### config.mk
export PLATFORM = sky130hd
export DESIGN_NAME = hazard_fwd_unit
export DESIGN_NICKNAME = d
export VERILOG_FILES = /design/src/rtl/hz_pkg.sv /design/src/rtl/fwd_pick.sv /design/src/rtl/hazard_detect.sv /design/src/rtl/hazard_fwd_unit.sv
export SDC_FILE = /design/constraint.sdc
export NUM_CORES = 1
export LEC_CHECK = 0
export CAP_MARGIN = 10
export CORE_ASPECT_RATIO = 1.4
export CORE_MARGIN = 4
export CORE_UTILIZATION = 35
export DETAILED_ROUTE_END_ITERATION = 8
export PLACE_DENSITY = 0.75
export SYNTH_ARGS = -nofsm -noshare
export SYNTH_HDL_FRONTEND = slang
export SYNTH_HIERARCHICAL = 1
export SYNTH_SLANG_ARGS = --single-unit
export TNS_END_PERCENT = 5
### constraint.sdc
create_clock -name vclk -period 3.8
set_input_delay 0.57 -clock vclk [all_inputs]
set_output_delay 0.57 -clock vclk [all_outputs]
set_load 0.05 [all_outputs]
### src/rtl/hz_pkg.sv
package hz_pkg;
  typedef enum logic [1:0] {
    SEL_RF  = 2'b00,
    SEL_WB  = 2'b01,
    SEL_MEM = 2'b10
  } fwd_sel_e;
endpackage

### src/rtl/fwd_pick.sv
// Chooses an operand source for one register read: the younger (memory
// stage) producer first, then the older (writeback stage) one.
module fwd_pick #(
  parameter int AW             = 5,
  parameter bit SKIP_NEAR_LOAD = 1'b0
) (
  input  logic [AW-1:0]    src,
  input  logic [AW-1:0]    near_rd,
  input  logic             near_wr,
  input  logic             near_load,
  input  logic [AW-1:0]    far_rd,
  input  logic             far_wr,
  output hz_pkg::fwd_sel_e sel
);
  localparam logic [AW-1:0] ZERO = '0;

  logic near_ok;
  logic near_hit;
  logic far_hit;

  generate
    if (SKIP_NEAR_LOAD) begin : g_gate
      // load data is not ready yet in this stage; decode must wait instead
      assign near_ok = near_wr & ~near_load;
      always_comb begin
        p_no_load_to_cmp_r4: assert (!(near_load && sel == hz_pkg::SEL_MEM))
          else $error("load result forwarded from memory stage");
      end
    end else begin : g_pass
      logic unused_load;
      assign near_ok     = near_wr;
      assign unused_load = near_load;
    end
  endgenerate

  assign near_hit = near_ok && (near_rd != ZERO) && (near_rd == src);
  assign far_hit  = far_wr  && (far_rd  != ZERO) && (far_rd  == src);

  always_comb begin
    if (near_hit)     sel = hz_pkg::SEL_MEM;
    else if (far_hit) sel = hz_pkg::SEL_WB;
    else              sel = hz_pkg::SEL_RF;
  end

  always_comb begin
    p_r0_never_fwd_r3: assert (src != ZERO || sel == hz_pkg::SEL_RF)
      else $error("register zero forwarded");
    p_wr_needed_r3: assert (sel != hz_pkg::SEL_WB || far_wr)
      else $error("writeback forward without write flag");
  end
endmodule

### src/rtl/hazard_detect.sv
// Finds dependencies that forwarding cannot cover.
module hazard_detect #(
  parameter int AW = 5
) (
  input  logic [AW-1:0] dec_rs,
  input  logic [AW-1:0] dec_rt,
  input  logic          dec_branch,
  input  logic [AW-1:0] exe_rd,
  input  logic          exe_wr,
  input  logic          exe_load,
  input  logic [AW-1:0] mem_rd,
  input  logic          mem_wr,
  input  logic          mem_load,
  output logic          stall
);
  localparam logic [AW-1:0] ZERO = '0;

  logic exe_feeds_dec;
  logic mem_feeds_dec;
  logic load_use;
  logic br_on_exe;
  logic br_on_mem_load;

  assign exe_feeds_dec  = (exe_rd != ZERO) && (exe_rd == dec_rs || exe_rd == dec_rt);
  assign mem_feeds_dec  = (mem_rd != ZERO) && (mem_rd == dec_rs || mem_rd == dec_rt);

  assign load_use       = exe_load & exe_feeds_dec;
  assign br_on_exe      = dec_branch & exe_wr & exe_feeds_dec;
  assign br_on_mem_load = dec_branch & mem_load & mem_wr & mem_feeds_dec;

  assign stall = load_use | br_on_exe | br_on_mem_load;

  always_comb begin
    p_nobranch_mem_r7: assert (dec_branch || !br_on_mem_load)
      else $error("branch hazard flagged without branch");
  end
endmodule

### src/rtl/hazard_fwd_unit.sv
module hazard_fwd_unit #(
  parameter int AW = 5
) (
  input  logic [AW-1:0] dec_rs,
  input  logic [AW-1:0] dec_rt,
  input  logic          dec_branch,
  input  logic          dec_take,
  input  logic [AW-1:0] exe_rs,
  input  logic [AW-1:0] exe_rt,
  input  logic [AW-1:0] exe_rd,
  input  logic          exe_wr,
  input  logic          exe_load,
  input  logic [AW-1:0] mem_rd,
  input  logic          mem_wr,
  input  logic          mem_load,
  input  logic [AW-1:0] wb_rd,
  input  logic          wb_wr,
  output logic [1:0]    alu_sel_a,
  output logic [1:0]    alu_sel_b,
  output logic [1:0]    cmp_sel_a,
  output logic [1:0]    cmp_sel_b,
  output logic          pc_hold,
  output logic          ifid_hold,
  output logic          idex_bubble,
  output logic          ifid_flush
);
  localparam int NALU  = 2;
  localparam int NPICK = 2 * NALU;
  localparam logic [AW-1:0] ZERO = '0;

  logic [AW-1:0]    pick_src [NPICK];
  hz_pkg::fwd_sel_e pick_sel [NPICK];
  logic             stall;

  // first half feeds the ALU, second half the decode comparator
  assign pick_src[0] = exe_rs;
  assign pick_src[1] = exe_rt;
  assign pick_src[2] = dec_rs;
  assign pick_src[3] = dec_rt;

  generate
    for (genvar g = 0; g < NPICK; g++) begin : g_pick
      fwd_pick #(
        .AW             (AW),
        .SKIP_NEAR_LOAD (g >= NALU)
      ) u_pick (
        .src       (pick_src[g]),
        .near_rd   (mem_rd),
        .near_wr   (mem_wr),
        .near_load (mem_load),
        .far_rd    (wb_rd),
        .far_wr    (wb_wr),
        .sel       (pick_sel[g])
      );
    end
  endgenerate

  hazard_detect #(.AW(AW)) u_haz (
    .dec_rs     (dec_rs),
    .dec_rt     (dec_rt),
    .dec_branch (dec_branch),
    .exe_rd     (exe_rd),
    .exe_wr     (exe_wr),
    .exe_load   (exe_load),
    .mem_rd     (mem_rd),
    .mem_wr     (mem_wr),
    .mem_load   (mem_load),
    .stall      (stall)
  );

  assign alu_sel_a   = pick_sel[0];
  assign alu_sel_b   = pick_sel[1];
  assign cmp_sel_a   = pick_sel[2];
  assign cmp_sel_b   = pick_sel[3];

  assign pc_hold     = stall;
  assign ifid_hold   = stall;
  assign idex_bubble = stall;
  // a held branch re-resolves next cycle, so no flush yet
  assign ifid_flush  = dec_branch & dec_take & ~stall;

  always_comb begin
    p_flush_not_held_r9: assert (!(ifid_flush && pc_hold))
      else $error("flush during stall");
    p_hold_together_r8: assert (pc_hold == ifid_hold && ifid_hold == idex_bubble)
      else $error("stall controls disagree");
    p_branch_exe_dep_r6: assert (!(dec_branch && exe_wr && exe_rd != ZERO &&
                                   exe_rd == dec_rs) || pc_hold)
      else $error("branch on execute result not held");
    p_load_use_r5: assert (!(exe_load && exe_rd != ZERO && exe_rd == dec_rt) || idex_bubble)
      else $error("load-use without bubble");
  end
endmodule

# After elaboration in Yosys (flattened, before gate mapping)
# Cells that the tools add are included.
# totals
in_bits,42
word_cells,49
register_bits,0
out_inout_bits,12
# classes
n_reduce_logical,18
bitwise,13
n_eq_ne,10
n_mux,8
# ops
cell,n
5-bit equality test,10
5-bit nonzero test,3
1-bit logical AND,13
1-bit AND,9
2-bit two-way mux,4
1-bit two-way mux,4
1-bit logical OR,2
1-bit inverter,2
1-bit bitwise OR,2

# Longest topological paths before layout
# logic_depth
depth_word,8
ltp_mapped,5
depth_no_buf,5

# Hierarchy
# Netlist, hierarchy kept.
# modules_own_cells
mod,area_per_inst_um2,seq_area_each_um2,instances,cells_per_inst
fwd_pick (g_pick[2].u_pick ...),168.9,0.0,2,22
fwd_pick (g_pick[0].u_pick ...),158.9,0.0,2,21
hazard_detect,266.5,0.0,1,36
hazard_fwd_unit,23.8,0.0,1,3

# Worst setup path after synthesis
# Ideal clock, no wire load.
# synth_path
path_kind,in2out
start,in exe_rd[4]
end,out ifid_flush
t_arrival_ns,2.868
n_path_buf,0
path_slack_ns,0.362
required_time_ns,3.230
path_stages,5
cell_sequence,xor2_1 > nor3_1 > a22oi_1 > o32ai_1 > and3b_1
# synth_between
elab_chain_len,8
word_cells_on_any_way,11
classes_between,2 x eq/ne; 6 x bitwise; 3 x reduce/logical
# synth_lines
item,line,rtl
"start, declared",hazard_fwd_unit.sv:10,"input logic [AW-1:0] exe_rd,"
5-bit equality test,hazard_detect.sv:24,assign exe_feeds_dec = (exe_rd != ZERO) && (exe_rd == dec_rs || exe_rd == dec_rt);
1-bit logical OR,hazard_detect.sv:24,
1-bit logical AND (*),hazard_detect.sv:24,
1-bit AND (on tied branches),"hazard_detect.sv:27, hazard_detect.sv:28",
1-bit bitwise OR (*) (2 in a row),hazard_detect.sv:31,assign stall = load_use | br_on_exe | br_on_mem_load;
named net idex_bubble,hazard_fwd_unit.sv:24,"output logic idex_bubble,"
1-bit inverter (*),hazard_fwd_unit.sv:80,assign ifid_flush = dec_branch & dec_take & ~stall;
1-bit AND (*),hazard_fwd_unit.sv:80,
"end, declared",hazard_fwd_unit.sv:25,output logic ifid_flush
# Mark *: on every way through the listed nets, which the timed path passes. The rest lies on a longest branch.

# Worst setup path in the final report
# layout_path
start,in mem_rd[0]
end,out cmp_sel_b[1]
# layout_between
elab_chain_len,4
word_cells_on_any_way,5
classes_between,1 x eq/ne; 1 x mux; 3 x reduce/logical
# layout_lines
item,line,rtl
"start, declared",hazard_fwd_unit.sv:13,"input logic [AW-1:0] mem_rd,"
5-bit nonzero test,fwd_pick.sv:36,assign near_hit = near_ok && (near_rd != ZERO) && (near_rd == src);
1-bit logical AND,fwd_pick.sv:36,
1-bit logical AND (*),fwd_pick.sv:36,
2-bit two-way mux (*),fwd_pick.sv:40,if (near_hit) sel = hz_pkg::SEL_MEM;
"end, declared",hazard_fwd_unit.sv:21,"output logic [1:0] cmp_sel_b,"
# Every way passes the cells marked *; elsewhere a longest branch is shown, timed or not.

==> qor.txt <==
Final ANT Viol Nets -> 0
CP arrival -> 2910 ps
Most frequent cells in the layout -> clkdlybuf4s50_1, xor2_1, xnor2_1, nor3_1, nand3_1
DRT iter0 DRCs -> 30
Max frequency -> 288 MHz
Register area -> 0 um2
Logic pwr share -> 100.0%
Starting Density -> 36.2%
Share of the yosys chip area belonging to registers -> 0%
Routed length per instance -> 15.8 um
Worst setup EP type -> output port
Hold Path Origin -> dec_take
Run status -> completed
First-pass GRT wire length -> 5260 um
Fin cells -> 210
Hold/Removal Path Class -> input port to output port
Setup repair bufs after CTS -> 0
Largest net degree at the start of global routing -> 12
Tmin final -> 3480 ps
Hold Path End -> ifid_flush
Post-DP HPWL -> 2680 um
Slew Limit Fails -> 0
Routed WL -> 3320 um
Maximum fanout along the worst path -> 11
Area Overhead vs Synth -> 57.4%
Hold Path Depth -> 3
Total grt overflow -> 0
I/O pins -> 54
Cells after DPL -> 210
Nets -> 218
Worst Max-Slew Pin Slew -> 600 ps
Post-Synthesis Cells -> 125
Final Cycle Share -> 91.5%
Gp weighted congestion -> 0.836
# clk buffers -> 0
Clock power frac -> 0%
Pint -> 84.9 uW
Drt drc -> 0
Die height -> 69.5 um
Share of cells above drive strength 1 -> 10.3%
Port bufs -> 54
Final hold viol count -> 0
CTS resizes -> 0
CP Data Required Time -> 3230 ps
Final setup viols -> 0
Fillers -> 240
Maxcap violations -> 0
Worst setup SP type -> input port
Seq pwr share -> 0%
Peak supply drop -> 0.0514 mV
Multi-input gate area -> 886 um2
Number of vias per cell -> 5.35
Sequential cell count -> 0
Full die area -> 3610 um2
Inserted Diodes -> 0
GRT Overall Usage -> 17.9%
TNS Setup -> 0 ps
Num rows -> 22
Post-CTS Hold Buffers -> 0
Syn_area_per_cell -> 7.57 um2
Switch share -> 50.9%
Syn_nets -> 167
Drt first pass iters -> 4
PwrDens -> 116 nW/um2
Sw Pwr -> 88.0 uW
Leakage dissipation -> 0.535 nW
Post-synthesis cell type count -> 21
Most common cell after layout, fill and taps aside -> clkdlybuf4s50_1
Vias -> 1124
RSZ-0062 raised after global routing -> false
Initial antenna violation count -> 0
Mapped Area -> 946 um2
Core Area -> 2620 um2
Slew HR -> 59.9%
Vias in the first global route -> 1147
Setup CP Type -> input port to output port
Die width -> 51.9 um
Synthesis Warnings -> 6
[per-stage QoR]
step | hold slack, ps | total power [mW] | util (%) | instance area, um2 | setup WS, ps
5_1_grt | 1920 | 0.186 | 56.9 | 1490 | 172
4_1_cts | 1900 | 0.173 | 56.9 | 1490 | 316
2_1_floorplan | 1320 | 0.0815 | - | 946 | 362
6_report | 1890 | 0.173 | 56.9 | 1490 | 322
3_5_place_dp | 1890 | 0.172 | 56.9 | 1490 | 319
3_3_place_gp | 1880 | 0.168 | 56.9 | 1490 | 377
[synthesized netlist by cell type]
cell       number  area, um2
a211oi_2        2       25.0
a21oi_1         5       25.0
a22oi_1         2       15.0
and3b_1         1       8.76
buf_4           6       45.0
inv_1           4       15.0
nand2_1         4       15.0
nand3_1         8       40.0
nor2_1          7       26.3
nor3_1         12       60.1
nor3_2          4       40.0
nor4_1          6       37.5
nor4b_4         2       47.6
o2111ai_1       1       8.76
o211ai_1        2       15.0
o21ai_0         2       10.0
o32ai_1         1       8.76
o41ai_2         2       32.5
or4_1           2       15.0
xnor2_1        18        158
xor2_1         34        298
[how the worst max path moves through the flow]
stage / end / slack (ps) / cells past startpoint / from
detailed placement: cmp_sel_a[0] / 320 / 6 / mem_rd[0]
global placement: cmp_sel_a[0] / 380 / 6 / mem_rd[3]
CTS: cmp_sel_a[0] / 320 / 6 / mem_rd[0]
global route: cmp_sel_a[0] / 170 / 6 / mem_rd[0]
finish: cmp_sel_b[1] / 320 / 5 / mem_rd[0]
floorplan: ifid_flush / 360 / 5 / exe_rd[4]
[layout make-up]
type,count,share of cell area (%)
inverter,4,1.01
timing repair buffer,55,36.5
tap,36,3.03
multi-input combinational,115,59.5
[kinds of logic (layout without fill, tap and decap cells)]
group                  count (synthesis)  count (layout)  share of synthesized area, %
AO/OA/AOI/OAI                         17              17                          14.8
XOR/XNOR                              52              52                          48.1
buffers and inverters                 10              59                          6.35
AND/OR/NAND/NOR                       46              46                          30.7
[power by group through the flow]
stage / combinational (mW) / clock [mW] / sequential (mW)
final: 0.173 / 0 / 0
after global routing: 0.186 / 0 / 0
after CTS: 0.173 / 0 / 0
after detailed placement: 0.172 / 0 / 0
after global placement: 0.168 / 0 / 0
after floorplan: 0.0815 / 0 / 0
[metal layers]
layer  GRT usage, %  routed length (um)  part of all wire, %
met1           21.3                1300                   39
met2           32.7                1630                   49
met3           2.15                 326                  9.8
met4           4.08                  61                  1.8
met5              0                   0                    0
[critical path: stages]
cell and delay, ps:
clkdlybuf4s50_1 850, xnor2_1 180, nand3_1 160, nor4b_4 290, clkdlybuf4s50_1 850
(Power assumes the default switching activity.)
